===== src/rtl/gpio_regctl_pkg.sv =====
package gpio_regctl_pkg;
  // word indices (byte offset / 4); software depends on these
  localparam int WI_BYPASS  = 0;
  localparam int WI_DIR     = 1;
  localparam int WI_OE      = 2;
  localparam int WI_OVAL    = 3;
  localparam int WI_INVAL   = 4;
  localparam int WI_MASK    = 5;
  localparam int WI_UNMASK  = 6;
  localparam int WI_DOMASK  = 7;
  localparam int WI_STATUS  = 8;
  localparam int WI_KIND    = 9;
  localparam int WI_POL     = 10;
  localparam int WI_ANYEDGE = 11;

  // plain read/write registers, in storage-slot order
  localparam int NPLAIN = 7;
  localparam int PLAIN_IDX [NPLAIN] = '{WI_BYPASS, WI_DIR, WI_OE, WI_OVAL,
                                        WI_KIND, WI_POL, WI_ANYEDGE};
  localparam int SLOT_BYPASS  = 0;
  localparam int SLOT_DIR     = 1;
  localparam int SLOT_OE      = 2;
  localparam int SLOT_OVAL    = 3;
  localparam int SLOT_KIND    = 4;
  localparam int SLOT_POL     = 5;
  localparam int SLOT_ANYEDGE = 6;
endpackage


===== src/rtl/gpio_regctl_sync2.sv =====
module gpio_regctl_sync2 #(
  parameter int W = 32
) (
  input  logic         clk,
  input  logic         rst_n,
  input  logic [W-1:0] async_i,
  output logic [W-1:0] sync_o
);
  logic [W-1:0] meta_q;
  logic [W-1:0] hold_q;

  always_ff @(posedge clk or negedge rst_n) begin
    if (!rst_n) begin
      meta_q <= '0;
      hold_q <= '0;
    end else begin
      meta_q <= async_i;
      hold_q <= meta_q;
    end
  end

  assign sync_o = hold_q;

  AST_SYNC_SECOND_STAGE: assert property (@(posedge clk) disable iff (!rst_n)
    sync_o == $past(meta_q));
endmodule


===== src/rtl/gpio_regctl_regfile.sv =====
module gpio_regctl_regfile
  import gpio_regctl_pkg::*;
#(
  parameter int NPINS  = 32,
  parameter int ADDR_W = 10
) (
  input  logic              clk,
  input  logic              rst_n,
  input  logic [ADDR_W-1:0] addr,
  input  logic              wr_en,
  input  logic [31:0]       wr_data,
  output logic [31:0]       rd_data,
  input  logic [NPINS-1:0]  in_value,
  input  logic [NPINS-1:0]  det_status,
  output logic [NPINS-1:0]  bypass_o,
  output logic [NPINS-1:0]  dir_o,
  output logic [NPINS-1:0]  oe_o,
  output logic [NPINS-1:0]  oval_o,
  output logic [NPINS-1:0]  mask_o,
  output logic [NPINS-1:0]  kind_o,
  output logic [NPINS-1:0]  pol_o,
  output logic [NPINS-1:0]  anyedge_o
);
  localparam int WIDX_W = ADDR_W - 2;
  localparam int NREG   = WI_ANYEDGE + 1;

  logic              aligned;
  logic [WIDX_W-1:0] widx;
  logic [NREG-1:0]   sel;
  logic              mapped;
  logic [NPINS-1:0]  wd;

  logic [NPLAIN-1:0][NPINS-1:0] plain_q;
  logic [NPINS-1:0]             mask_q;

  assign aligned = (addr[1:0] == 2'b00);
  assign widx    = addr[ADDR_W-1:2];
  assign wd      = wr_data[NPINS-1:0];

  always_comb begin
    sel = '0;
    for (int k = 0; k < NREG; k++) begin
      sel[k] = aligned && (widx == WIDX_W'(k));
    end
  end
  assign mapped = |sel;

  for (genvar p = 0; p < NPLAIN; p++) begin : g_plain
    always_ff @(posedge clk or negedge rst_n) begin
      if (!rst_n) begin
        plain_q[p] <= '0;
      end else if (wr_en && sel[PLAIN_IDX[p]]) begin
        plain_q[p] <= wd;
      end
    end
  end

  always_ff @(posedge clk or negedge rst_n) begin
    if (!rst_n) begin
      mask_q <= '1;
    end else if (wr_en && sel[WI_UNMASK]) begin
      mask_q <= mask_q & ~wd;
    end else if (wr_en && sel[WI_DOMASK]) begin
      mask_q <= mask_q | wd;
    end
  end

  always_comb begin
    logic [NPINS-1:0] r;
    r = '0;
    if (aligned) begin
      case (widx)
        WIDX_W'(WI_BYPASS):  r = plain_q[SLOT_BYPASS];
        WIDX_W'(WI_DIR):     r = plain_q[SLOT_DIR];
        WIDX_W'(WI_OE):      r = plain_q[SLOT_OE];
        WIDX_W'(WI_OVAL):    r = plain_q[SLOT_OVAL];
        WIDX_W'(WI_INVAL):   r = in_value;
        WIDX_W'(WI_MASK):    r = mask_q;
        WIDX_W'(WI_STATUS):  r = det_status;
        WIDX_W'(WI_KIND):    r = plain_q[SLOT_KIND];
        WIDX_W'(WI_POL):     r = plain_q[SLOT_POL];
        WIDX_W'(WI_ANYEDGE): r = plain_q[SLOT_ANYEDGE];
        default:             r = '0;
      endcase
    end
    rd_data = '0;
    rd_data[NPINS-1:0] = r;
  end

  assign bypass_o  = plain_q[SLOT_BYPASS];
  assign dir_o     = plain_q[SLOT_DIR];
  assign oe_o      = plain_q[SLOT_OE];
  assign oval_o    = plain_q[SLOT_OVAL];
  assign kind_o    = plain_q[SLOT_KIND];
  assign pol_o     = plain_q[SLOT_POL];
  assign anyedge_o = plain_q[SLOT_ANYEDGE];
  assign mask_o    = mask_q;

  AST_UNMASK_CLEARS: assert property (@(posedge clk) disable iff (!rst_n)
    (wr_en && sel[WI_UNMASK]) |=> ((mask_o & $past(wd)) == '0));
  AST_DOMASK_SETS: assert property (@(posedge clk) disable iff (!rst_n)
    (wr_en && sel[WI_DOMASK]) |=> ((mask_o & $past(wd)) == $past(wd)));
  AST_READONLY_KEEPS: assert property (@(posedge clk) disable iff (!rst_n)
    (wr_en && (sel[WI_MASK] || sel[WI_INVAL] || sel[WI_STATUS]))
      |=> ($stable(mask_o) && $stable(plain_q)));
  AST_UNMAPPED_IGNORED: assert property (@(posedge clk) disable iff (!rst_n)
    (wr_en && !mapped) |=> ($stable(plain_q) && $stable(mask_o)));
endmodule


===== src/rtl/gpio_regctl_outgate.sv =====
module gpio_regctl_outgate #(
  parameter int NPINS = 32
) (
  input  logic             clk,
  input  logic             rst_n,
  input  logic [NPINS-1:0] bypass_i,
  input  logic [NPINS-1:0] dir_i,
  input  logic [NPINS-1:0] oe_i,
  input  logic [NPINS-1:0] oval_i,
  output logic [NPINS-1:0] pin_out_o,
  output logic [NPINS-1:0] pin_oe_o
);
  for (genvar i = 0; i < NPINS; i++) begin : g_pin
    logic drive;
    logic held_q;

    assign drive = !bypass_i[i] && !dir_i[i] && oe_i[i];

    always_ff @(posedge clk or negedge rst_n) begin
      if (!rst_n) begin
        held_q <= 1'b0;
      end else if (drive) begin
        held_q <= oval_i[i];
      end
    end

    assign pin_oe_o[i]  = drive;
    assign pin_out_o[i] = drive ? oval_i[i] : held_q;

    AST_UNDRIVEN_HOLDS: assert property (@(posedge clk) disable iff (!rst_n)
      !pin_oe_o[i] |-> $stable(pin_out_o[i]));
  end
endmodule


===== src/rtl/gpio_regctl.sv =====
module gpio_regctl #(
  parameter int NPINS  = 32,
  parameter int ADDR_W = 10
) (
  input  logic              clk,
  input  logic              rst_n,
  input  logic [ADDR_W-1:0] addr,
  input  logic              wr_en,
  input  logic [31:0]       wr_data,
  output logic [31:0]       rd_data,
  input  logic [NPINS-1:0]  pin_in,
  output logic [NPINS-1:0]  pin_out,
  output logic [NPINS-1:0]  pin_oe,
  input  logic [NPINS-1:0]  det_status,
  output logic              irq,
  output logic [NPINS-1:0]  cfg_bypass,
  output logic [NPINS-1:0]  cfg_dir,
  output logic [NPINS-1:0]  cfg_mask,
  output logic [NPINS-1:0]  cfg_kind,
  output logic [NPINS-1:0]  cfg_pol,
  output logic [NPINS-1:0]  cfg_anyedge,
  output logic [NPINS-1:0]  cfg_in_value
);
  logic [NPINS-1:0] oe_reg;
  logic [NPINS-1:0] oval_reg;

  gpio_regctl_sync2 #(.W(NPINS)) i_sync (
    .clk     (clk),
    .rst_n   (rst_n),
    .async_i (pin_in),
    .sync_o  (cfg_in_value)
  );

  gpio_regctl_regfile #(.NPINS(NPINS), .ADDR_W(ADDR_W)) i_regs (
    .clk        (clk),
    .rst_n      (rst_n),
    .addr       (addr),
    .wr_en      (wr_en),
    .wr_data    (wr_data),
    .rd_data    (rd_data),
    .in_value   (cfg_in_value),
    .det_status (det_status),
    .bypass_o   (cfg_bypass),
    .dir_o      (cfg_dir),
    .oe_o       (oe_reg),
    .oval_o     (oval_reg),
    .mask_o     (cfg_mask),
    .kind_o     (cfg_kind),
    .pol_o      (cfg_pol),
    .anyedge_o  (cfg_anyedge)
  );

  gpio_regctl_outgate #(.NPINS(NPINS)) i_out (
    .clk       (clk),
    .rst_n     (rst_n),
    .bypass_i  (cfg_bypass),
    .dir_i     (cfg_dir),
    .oe_i      (oe_reg),
    .oval_i    (oval_reg),
    .pin_out_o (pin_out),
    .pin_oe_o  (pin_oe)
  );

  assign irq = |det_status;

  AST_DRIVEN_HAS_OUTPUT_DIR: assert property (@(posedge clk) disable iff (!rst_n)
    ((pin_oe & (cfg_dir | cfg_bypass)) == '0));
endmodule


===== config.mk =====
export PLATFORM = sky130hd
export DESIGN_NAME = gpio_regctl
export DESIGN_NICKNAME = d
export VERILOG_FILES = /design/src/rtl/gpio_regctl_pkg.sv /design/src/rtl/gpio_regctl_sync2.sv /design/src/rtl/gpio_regctl_regfile.sv /design/src/rtl/gpio_regctl_outgate.sv /design/src/rtl/gpio_regctl.sv
export SDC_FILE = /design/constraint.sdc
export NUM_CORES = 1
export LEC_CHECK = 0
export BUFFER_PORTS_ARGS = -buffer_cell sky130_fd_sc_hd__clkbuf_2
export CORE_ASPECT_RATIO = 1.1
export CORE_MARGIN = 5
export CORE_UTILIZATION = 39
export DETAILED_ROUTE_END_ITERATION = 12
export GPL_ROUTABILITY_DRIVEN = 0
export PLACE_DENSITY = 0.68
export SLEW_MARGIN = 20
export SYNTH_ARGS = -nofsm -noshare
export SYNTH_HDL_FRONTEND = slang
export SYNTH_SLANG_ARGS = --single-unit

===== constraint.sdc =====
create_clock -name clk -period 7.85 [get_ports clk]
set_input_delay 1.57 -clock clk [delete_from_list [all_inputs] [get_ports clk]]
set_output_delay 1.57 -clock clk [all_outputs]
set_load 0.1 [all_outputs]

==> flow_metrics.env, run 1 <==
export IMPL_cp_max_fo=17
export IMPL_yosysTopAreaCell="dfrtp_1"
export IMPL_critPathKind="input port to output port"
export IMPL_postCtsSetupRepairBufs=0
export IMPL_cts_buffers=41
export IMPL_r2r_cells=2
export IMPL_synthArstFlopShare_pct=100.0
export IMPL_powerDensity_nw_per_um2=219.9
export IMPL_clock_skew_ns=0.01250
export IMPL_synthFlopType="dfrtp_1"
export IMPL_area_delta_synth_final_pct=24.16
export IMPL_drive_above_1_share_pct=52.75
export IMPL_finalWorstSetupSlack_ns=1.724
export IMPL_ant_nets=0
export IMPL_ir_worst_vdd_v=0.0001898
export IMPL_synth_common_cells="dfrtp_1, mux2_2, clkbuf_1"
export IMPL_rsz0062_at_grt="no"
export IMPL_synthDistinctLibCells=53
export IMPL_fp_coreArea_um2=40990
export IMPL_drc=0
export IMPL_setup_viol=0
export IMPL_p_int_uw=3169
export IMPL_yosysTopAreaCellShare_pct=49.89
export IMPL_slew_headroom_pct=21.14
export IMPL_fin_crit_sh_pct=78.03
export IMPL_ctsHoldBuffers=0
export IMPL_avgSynthCellArea_um2=12.63
export IMPL_dieWidth_um=203.4
export IMPL_wl_per_cell_um=29.45
export IMPL_die_y_um=222.8
export IMPL_pwr_share_clk_pct=45.9
export IMPL_grt_pass1_vias=13620
export IMPL_wl_mm=64.10
export IMPL_viasPerCell=5.945
export IMPL_hp_class="flop to flop"
export IMPL_grt_pass1_wl_mm=92.47
export IMPL_status="finished, final reports clean"
export IMPL_power_leakage_uw=0.009958
export IMPL_worstMarginPinSlew_ns=1.178
export IMPL_period_needed_ns=6.126
export IMPL_p_sw_uw=1213
export IMPL_synth_seq_cells=352
export IMPL_critPathLaunchType="input port"
export IMPL_max_freq_mhz=163.3
export IMPL_grt_max_degree=145
export IMPL_total_power_uw=4383
export IMPL_cts_root_buffer="clkbuf_16"
export IMPL_dpl_worst_slack_ns=1.776
export IMPL_maxSlewViolCount=0
export IMPL_cap_violations=0
export IMPL_yosysSeqAreaShare_pct=55.13
export IMPL_row_count=78
export IMPL_seqPwrFrac_pct=43.1
export IMPL_hold_viol=0
export IMPL_clock_sinks=352
export IMPL_htreeDepth=2
export IMPL_clk_latency_ns=0.57
export IMPL_synth_cells=1271
export IMPL_dieArea_um2=45320
export IMPL_clk_pin_slew_worst_paths_ns=0.05
export IMPL_io_pins=430
export IMPL_holdPathStages=0
export IMPL_yosysWarnings=0
export IMPL_comb_power_share_pct=11.0
export IMPL_syn_num_nets=1380
export IMPL_tns_ns=0
export IMPL_clockBufferDepth=3
export IMPL_netlist_area_um2=16050
export IMPL_drtPass1Iterations=5
export IMPL_drt_iter0_drc=908
export IMPL_overflow=0
export IMPL_cts_tree="done"
export IMPL_ctsResizeCount=0
export IMPL_antenna_found_initial=2
export IMPL_portBuffers=429
export IMPL_ys_top_cells_by_area="dfrtp_1, mux2_2, dfstp_2"
export IMPL_grt_util_all_layers_pct=27.44
export IMPL_synth_edf_count=0
export IMPL_worstPathRequired_ns=6.28
export IMPL_critPathArrivalTime_ns=4.56
export IMPL_num_vias=12940
export IMPL_end_kind="output port"
export IMPL_initial_core_util_pct=39.16
export IMPL_sw_frac_of_total_pct=27.69
export IMPL_nets=1731
export IMPL_dp_hpwl_mm=44.40
export IMPL_post_synth_top_count_cell="dfrtp_1"
placed cells by master, fill, tap and decap left out, types with 6 or more instances in the layout:
cell / count
a21oi_1: 46
a22o_1: 26
a22oi_1: 17
a2bb2oi_1: 9
a31oi_1: 63
a32o_1: 9
a32oi_1: 16
and3_1: 14
buf_4: 35
clkbuf_1: 12
clkbuf_16: 43
clkbuf_2: 425
clkinv_2: 6
dfrtp_1: 320
dfstp_2: 32
inv_1: 6
mux2_2: 284
mux2i_1: 41
nand2_1: 24
nand3_1: 11
nand3b_1: 14
nor2_1: 13
nor2b_1: 11
nor3_1: 8
nor3b_1: 33
nor4_1: 8
o21ai_0: 34
o2bb2ai_1: 16
critical path, cell delays in order:
cell      delay [ns]
clkbuf_2        0.09
or4_1           0.57
buf_4           0.26
nor3_4          0.85
buf_4           0.32
a32oi_1         0.11
a31oi_1         0.26
clkbuf_2        0.50
kinds of logic after synthesis:
kind of cell    Yosys count  synth area share [%]
flops                   352                 55.13
mux                     326                 22.62
compound gates          252                 10.74
simple gates            180                 6.836
buf+inv                 161                 4.677
final timing paths:
kind / from / to / slack, ns
worst min register to register: i_sync.meta_q[7]$_DFF_PN0_ / i_sync.sync_o[7]$_DFF_PN0_ / 0.35
worst max-delay path: addr[9] / rd_data[4] / 1.72
worst min-delay path: i_sync.meta_q[7]$_DFF_PN0_ / i_sync.sync_o[7]$_DFF_PN0_ / 0.35
worst max register to register: i_regs.bypass_o[3]$_DFFE_PN0P_ / i_out.g_pin[3].held_q$_DFF_PN0_ / 6.41
max in group asynchronous: rst_n / i_regs.bypass_o[21]$_DFFE_PN0P_ / 5.48
min in group asynchronous: rst_n / i_regs.dir_o[5]$_DFFE_PN0P_ / 1.04
stage by stage:
stage	hold WS, ns	util (%)	cell area (um2)	cells
finish	0.3463	48.62	19930	2177
global route	0.3506	48.62	19930	2177
CTS	0.3474	48.61	19930	2175
detailed placement	0.3347	45.16	18510	2099
global placement	0.3312	45.13	18500	2099
floorplan	0.3312	-	16050	1271
power by group through the flow:
stage	clock network, uW	registers, uW	logic (uW)
floorplan	0	2100	134
global placement	0	1920	476
detailed placement	0	1920	481
CTS	2040	1890	482
global route	2110	1890	500
finish	2010	1890	481
cell type report:
type,instances,area [um2]
clock inverters,16,222.7
flip-flops and latches,352,8848
fillers,3725,21060
repair buffers,462,2425
inverters,7,26.28
well taps,520,650.6
multi-input cells,758,6563
diodes,2,5.005
clock buffers,60,1190
sequential cells by signal, indices dropped and copies added (netlist names), named ones only:
register            count
i_out.g_pin.held_q     32
i_regs.oe_o            32
i_sync.sync_o          32
i_regs.oval_o          32
i_regs.bypass_o        32
i_regs.kind_o          32
i_sync.meta_q          32
i_regs.pol_o           32
i_regs.dir_o           32
i_regs.anyedge_o       32
routing by layer:
| metal | up-vias | share of wire, % | track usage (%) |
|---|---|---|---|
| li1 | 5407 | - | - |
| met1 | 6725 | 39 | 34.27 |
| met2 | 655 | 49 | 45.76 |
| met3 | 155 | 7.8 | 6.583 |
| met4 | 0 | 4.4 | 11.40 |
| met5 | - | 0 | 0 |
No activity file was read; power rests on OpenSTA's default activity.
==> inputs of run 2 (changes only) <==
--- a/config.mk
+++ b/config.mk
@@ -11,7 +11,7 @@
 export CORE_UTILIZATION = 39
 export DETAILED_ROUTE_END_ITERATION = 12
 export GPL_ROUTABILITY_DRIVEN = 0
-export PLACE_DENSITY = 0.68
+export PLACE_DENSITY = 0.71
 export SLEW_MARGIN = 20
 export SYNTH_ARGS = -nofsm -noshare
 export SYNTH_HDL_FRONTEND = slang
==> constraint.sdc (replaced) <==
create_clock -name clk -period 5 [get_ports clk]
set_input_delay 1 -clock clk [delete_from_list [all_inputs] [get_ports clk]]
set_output_delay 1 -clock clk [all_outputs]
set_load 0.1 [all_outputs]
==> run 2 against run 1 <==
  * Setup slack got worse by 1.4 ns
  * Clock-buffer cell count shrank 4
  * Clock skew shrank 0.0033 ns
  * Power rose by 53%
  * Flip-flop and latch count is the same
  * Sequential power is 57% higher
  * Via count rose by 0.83%
  * Register-to-register slack lost 2.9 ns
  * Cell count rose by 0.83%
  * First-iteration DRC count is 2.6% lower
  * Non-clock buffer count up 24
  * Wire length up 0.74%
  * Largest cell class unchanged
==> flow_metrics.env, run 2 (synthesized netlist as in run 1, its figures left out) <==
export IMPL_status="finished, final reports clean"
export IMPL_dp_hpwl_mm=45.94
export IMPL_rsz0062_at_grt="no"
export IMPL_crit_slowest_cell="or4_1"
export IMPL_grt_util_all_layers_pct=27.55
export IMPL_stdcell_area_um2=20540
export IMPL_overflow=0
export IMPL_slew_headroom_pct=26.79
export IMPL_drtPass1Iterations=5
export IMPL_ant_nets=0
export IMPL_sw_frac_of_total_pct=27.76
export IMPL_dieArea_um2=45320
export IMPL_powerDensity_nw_per_um2=325.9
export IMPL_fin_util_pct=50.11
export IMPL_tns_ns=0
export IMPL_comb_power_share_pct=11.5
export IMPL_cts_root_buffer="clkbuf_16"
export IMPL_cts_buffers=39
export IMPL_r2r_slack_ns=3.55
export IMPL_crit_chain="clkbuf_2 -> or4_1 -> buf_4 -> nor2_1 -> a32oi_1 -> a31oi_1 -> buf_12"
export IMPL_period_needed_ns=4.644
export IMPL_grt_max_degree=113
export IMPL_cts_tree="done"
export IMPL_wl_mm=64.58
export IMPL_clk_pin_slew_worst_paths_ns=0.07
export IMPL_antenna_found_initial=4
export IMPL_p_int_uw=4835
export IMPL_row_count=78
export IMPL_nets=1753
export IMPL_hp_class="flop to flop"
export IMPL_setup_viol=0
export IMPL_cpPeakStageDelay_ns=0.89
export IMPL_ctsResizeCount=0
export IMPL_drc=0
export IMPL_drt_iter0_drc=884
export IMPL_p_sw_uw=1858
export IMPL_wl_per_cell_um=29.42
export IMPL_pwr_share_clk_pct=44.2
export IMPL_drive_above_1_share_pct=53.62
export IMPL_viasPerCell=5.945
export IMPL_clock_skew_ns=0.009159
export IMPL_worstMarginPinSlew_ns=1.094
export IMPL_portBuffers=429
export IMPL_ir_worst_vdd_v=0.0002889
export IMPL_cap_violations=0
export IMPL_fin_crit_sh_pct=92.87
export IMPL_power_leakage_uw=0.01014
export IMPL_critPathLaunchType="input port"
export IMPL_cp_max_fo=10
export IMPL_hold_viol=0
export IMPL_htreeDepth=2
export IMPL_placed_cell_area_um2=19240
export IMPL_clock_sinks=352
export IMPL_dieWidth_um=203.4
export IMPL_io_pins=430
export IMPL_worstPathRequired_ns=4.00
export IMPL_grt_pass1_vias=14010
export IMPL_clockBufferDepth=3
export IMPL_fp_coreArea_um2=40990
export IMPL_postCtsSetupRepairBufs=0
export IMPL_area_delta_synth_final_pct=27.97
export IMPL_grt_pass1_wl_mm=92.98
export IMPL_seqPwrFrac_pct=44.4
export IMPL_layout_commonest_cell="clkbuf_2"
export IMPL_critPathKind="input port to output port"
export IMPL_max_freq_mhz=215.4
export IMPL_die_y_um=222.8
export IMPL_initial_core_util_pct=39.16
export IMPL_layout_common_cells="clkbuf_2, dfrtp_1, mux2_2"
export IMPL_maxSlewViolCount=0
export IMPL_num_vias=13050
export IMPL_end_kind="output port"
export IMPL_clk_latency_ns=0.56
export IMPL_critPathArrivalTime_ns=3.64
export IMPL_ctsHoldBuffers=0
[run 2: area by class of cell]
| class | count | area [um2] |
|---|---|---|
| antenna | 2 | 5.005 |
| timing repair buffer | 486 | 3123 |
| sequential | 352 | 8848 |
| tap | 520 | 650.6 |
| fill | 3643 | 20450 |
| multi-input combinational | 758 | 6593 |
| clock buffer | 56 | 1122 |
| inverter | 7 | 26.28 |
| clock inverter | 14 | 172.7 |
[run 2: metal layers]
| layer | up-vias | wire, um | GRT usage (%) |
|---|---|---|---|
| met5 | - | 19 | 0 |
| met4 | 4 | 3316 | 13.71 |
| met3 | 187 | 5282 | 6.130 |
| met2 | 755 | 31290 | 45.83 |
| met1 | 6655 | 24670 | 33.83 |
| li1 | 5448 | - | - |
[run 2: worst paths after layout]
path / startpoint / to / cells after the start
worst max-delay path: addr[9] / rd_data[19] / 7
worst min register to register: i_sync.meta_q[23]$_DFF_PN0_ / i_sync.sync_o[23]$_DFF_PN0_ / 0
worst max register to register: i_regs.dir_o[1]$_DFFE_PN0P_ / i_out.g_pin[1].held_q$_DFF_PN0_ / 2
min in group asynchronous: rst_n / i_sync.meta_q[4]$_DFF_PN0_ / 1
max in group asynchronous: rst_n / asynchronous set/reset pin / 2
worst min-delay path: i_sync.meta_q[23]$_DFF_PN0_ / i_sync.sync_o[23]$_DFF_PN0_ / 0
[run 2: worst max-delay path: cells and delay by family]
kind	cells	cell delay, ns
AOI/OAI and AO/OA	2	0.55
and+or+nand+nor	2	1.43
buffers and inverters	3	0.64
[run 2: power by group through the flow]
stage          sequential (uW)  clock, uW  combinational (uW)
6_report                  2970       2960                 768
5_1_grt                   2970       3120                 797
4_1_cts                   2970       3000                 769
3_5_place_dp              3020          0                 767
3_3_place_gp              3020          0                 761
2_1_floorplan             3290          0                 210
[run 2: stage by stage]
step	hold slack [ns]	worst slack [ns]	power, uW	instances
after floorplan	0.3312	0.05608	3501	1271
after global placement	0.3315	0.4632	3777	2123
after detailed placement	0.3347	0.3717	3786	2123
after CTS	0.3461	0.3611	6742	2193
after global routing	0.3510	0.2828	6887	2194
final	0.3424	0.3565	6693	2195
==> inputs of run 3 (changes only) <==
--- a/config.mk
+++ b/config.mk
@@ -7,7 +7,7 @@
 export LEC_CHECK = 0
 export BUFFER_PORTS_ARGS = -buffer_cell sky130_fd_sc_hd__clkbuf_2
 export CORE_ASPECT_RATIO = 1.1
-export CORE_MARGIN = 5
+export CORE_MARGIN = 2
 export CORE_UTILIZATION = 39
 export DETAILED_ROUTE_END_ITERATION = 12
 export GPL_ROUTABILITY_DRIVEN = 0
==> constraint.sdc (replaced) <==
create_clock -name clk -period 5 [get_ports clk]
set_input_delay 1 -clock clk [delete_from_list [all_inputs] [get_ports clk]]
set_output_delay 1 -clock clk [all_outputs]
set_load 0.05 [all_outputs]
==> run 3 against run 2 <==
  * Critical path depth did not move
  * Clock power barely moved
  * Flip-flop and latch count did not move
  * Worst hold slack improved by 0.0040 ns
  * Sequential power barely moved
  * Register-to-register slack improved by 0.02 ns
  * Cell area fell by 0.63%
  * Via count rose by 0.46%
  * Wire length fell by 2.5%
  * Clock-buffer cell count rose by 4
  * Combinational power fell by 23%
  * Global-route usage rose by 1.4 points
==> flow_metrics.env, run 3 (synthesized netlist as in run 1, its figures left out) <==
export IMPL_diodes=0
export IMPL_r2r_slack_ns=3.57
export IMPL_filler_cell_count=3561
export IMPL_clock_sinks=352
export IMPL_clockBufferDepth=3
export IMPL_drc=0
export IMPL_clk_pin_slew_worst_paths_ns=0.06
export IMPL_total_power_uw=6530
export IMPL_r2r_end="i_out.g_pin[1].held_q$_DFF_PN0_"
export IMPL_rsz0062_at_grt="no"
export IMPL_grtUsageMet1_pct=36.77
export IMPL_nets=1753
export IMPL_cap_violations=0
export IMPL_antenna_found_initial=0
export IMPL_hold_viol=0
export IMPL_grt_pass1_wl_mm=90.23
export IMPL_clock_skew_ns=0.009381
export IMPL_min_from="i_sync.meta_q[1]$_DFF_PN0_"
export IMPL_grt_max_degree=123
export IMPL_cts_buffers=39
export IMPL_tns_ns=0
export IMPL_ir_worst_vdd_v=0.0002756
export IMPL_area_delta_synth_final_pct=27.17
export IMPL_die_y_um=216.8
export IMPL_initial_core_util_pct=39.76
export IMPL_wl_per_cell_um=28.80
export IMPL_postCtsSetupRepairBufs=0
export IMPL_dieWidth_um=197.4
export IMPL_hold_end="i_sync.sync_o[1]$_DFF_PN0_"
export IMPL_fp_coreArea_um2=40370
export IMPL_wl_mm=62.98
export IMPL_layout_commonest_cell="clkbuf_2"
export IMPL_portBuffers=429
export IMPL_ctsResizeCount=0
export IMPL_layout_common_cells="clkbuf_2, dfrtp_1, mux2_2"
export IMPL_status="finished, final reports clean"
export IMPL_num_vias=13110
export IMPL_ctsHoldBuffers=0
export IMPL_period_needed_ns=4.404
export IMPL_reg2reg_from="i_regs.dir_o[1]$_DFFE_PN0P_"
export IMPL_row_count=77
export IMPL_worstPathRequired_ns=4.00
export IMPL_io_pins=430
export IMPL_viasPerCell=5.994
export IMPL_critPathKind="input port to output port"
export IMPL_htreeDepth=2
export IMPL_drive_above_1_share_pct=53.35
export IMPL_dieArea_um2=42800
export IMPL_hp_class="flop to flop"
export IMPL_slew_headroom_pct=33.15
export IMPL_ant_nets=0
export IMPL_dp_hpwl_mm=44.10
export IMPL_maxSlewViolCount=0
export IMPL_fin_crit_sh_pct=88.07
export IMPL_crit_chain="clkbuf_2 -> or4_1 -> nor2_2 -> o21ai_4 -> buf_4 -> o22ai_1 -> buf_12"
export IMPL_cp_num_buf_inv=3
export IMPL_holdPathStages=0
export IMPL_cpPeakStageDelay_ns=0.80
export IMPL_path_delay_family="simple AND/OR/NAND/NOR gates"
export IMPL_r2r_cells=2
export IMPL_critPathLaunchType="input port"
export IMPL_end_kind="output port"
export IMPL_power_leakage_uw=0.01014
export IMPL_setup_viol=0
export IMPL_top_usage_layer="met2"
export IMPL_met3_usage_pct=5.641
export IMPL_powerDensity_nw_per_um2=319.9
export IMPL_critPathArrivalTime_ns=3.40
export IMPL_drt_iter0_drc=871
export IMPL_cts_tree="done"
export IMPL_globalRouteMet2Util_pct=46.82
export IMPL_crit_slowest_cell="or4_1"
export IMPL_cts_root_buffer="clkbuf_16"
export IMPL_overflow=0
export IMPL_worstMarginPinSlew_ns=1.003
export IMPL_cp_max_fo=18
export IMPL_max_freq_mhz=227.1
export IMPL_drtPass1Iterations=5
export IMPL_clk_latency_ns=0.56
export IMPL_grt_pass1_vias=13470
export IMPL_grt_util_all_layers_pct=28.95
run 3: cell count changes in the layout (fill, tap and decap cells not counted), sizes merged:
cell,previous run,this run
bufinv,4,3
inv,6,7
diode,2,0
clkbuf,449,461
clkinv,10,7
buf,93,85
run 3: final cells by class:
class | count | area (um2) | area share (%)
inverters | 7 | 26.28 | 0.1287
clock inverters | 11 | 136.4 | 0.6681
clock buffers | 60 | 1177 | 5.768
multi-input cells | 758 | 6566 | 32.17
repair buffers | 486 | 3015 | 14.77
flip-flops and latches | 352 | 8848 | 43.35
well taps | 513 | 641.9 | 3.145
run 3: through the flow:
stage	cell area, um2	utilization, %	hold slack (ns)	cells	setup slack (ns)
2_1_floorplan	16050	-	0.3312	1271	0.6707
3_3_place_gp	19090	47.29	0.3321	2116	0.6632
3_5_place_dp	19100	47.31	0.3356	2116	0.6451
4_1_cts	20410	50.56	0.3485	2187	0.6495
5_1_grt	20410	50.57	0.3532	2187	0.5408
6_report	20410	50.57	0.3464	2187	0.5965
run 3: worst max-delay path by stage:
| stage | cells past startpoint | from | slack, ns | end |
|---|---|---|---|---|
| final | 7 | addr[9] | 0.60 | rd_data[27] |
| after global routing | 7 | addr[9] | 0.54 | rd_data[27] |
| after CTS | 6 | addr[9] | 0.65 | rd_data[1] |
| after detailed placement | 6 | addr[9] | 0.65 | rd_data[1] |
| after global placement | 6 | addr[9] | 0.66 | rd_data[21] |
| after floorplan | 5 | addr[9] | 0.67 | rd_data[0] |
run 3: layer usage:
layer / up-vias / wire length (um)
met5: - / 0
met4: 0 / 3323
met3: 202 / 5454
met2: 774 / 29760
met1: 6695 / 24440
li1: 5438 / -
run 3: power breakdown:
group          internal [uW]  switching, uW
logic                    151            441
registers               2920           51.7
clock network           1780           1190
total                   4850           1680
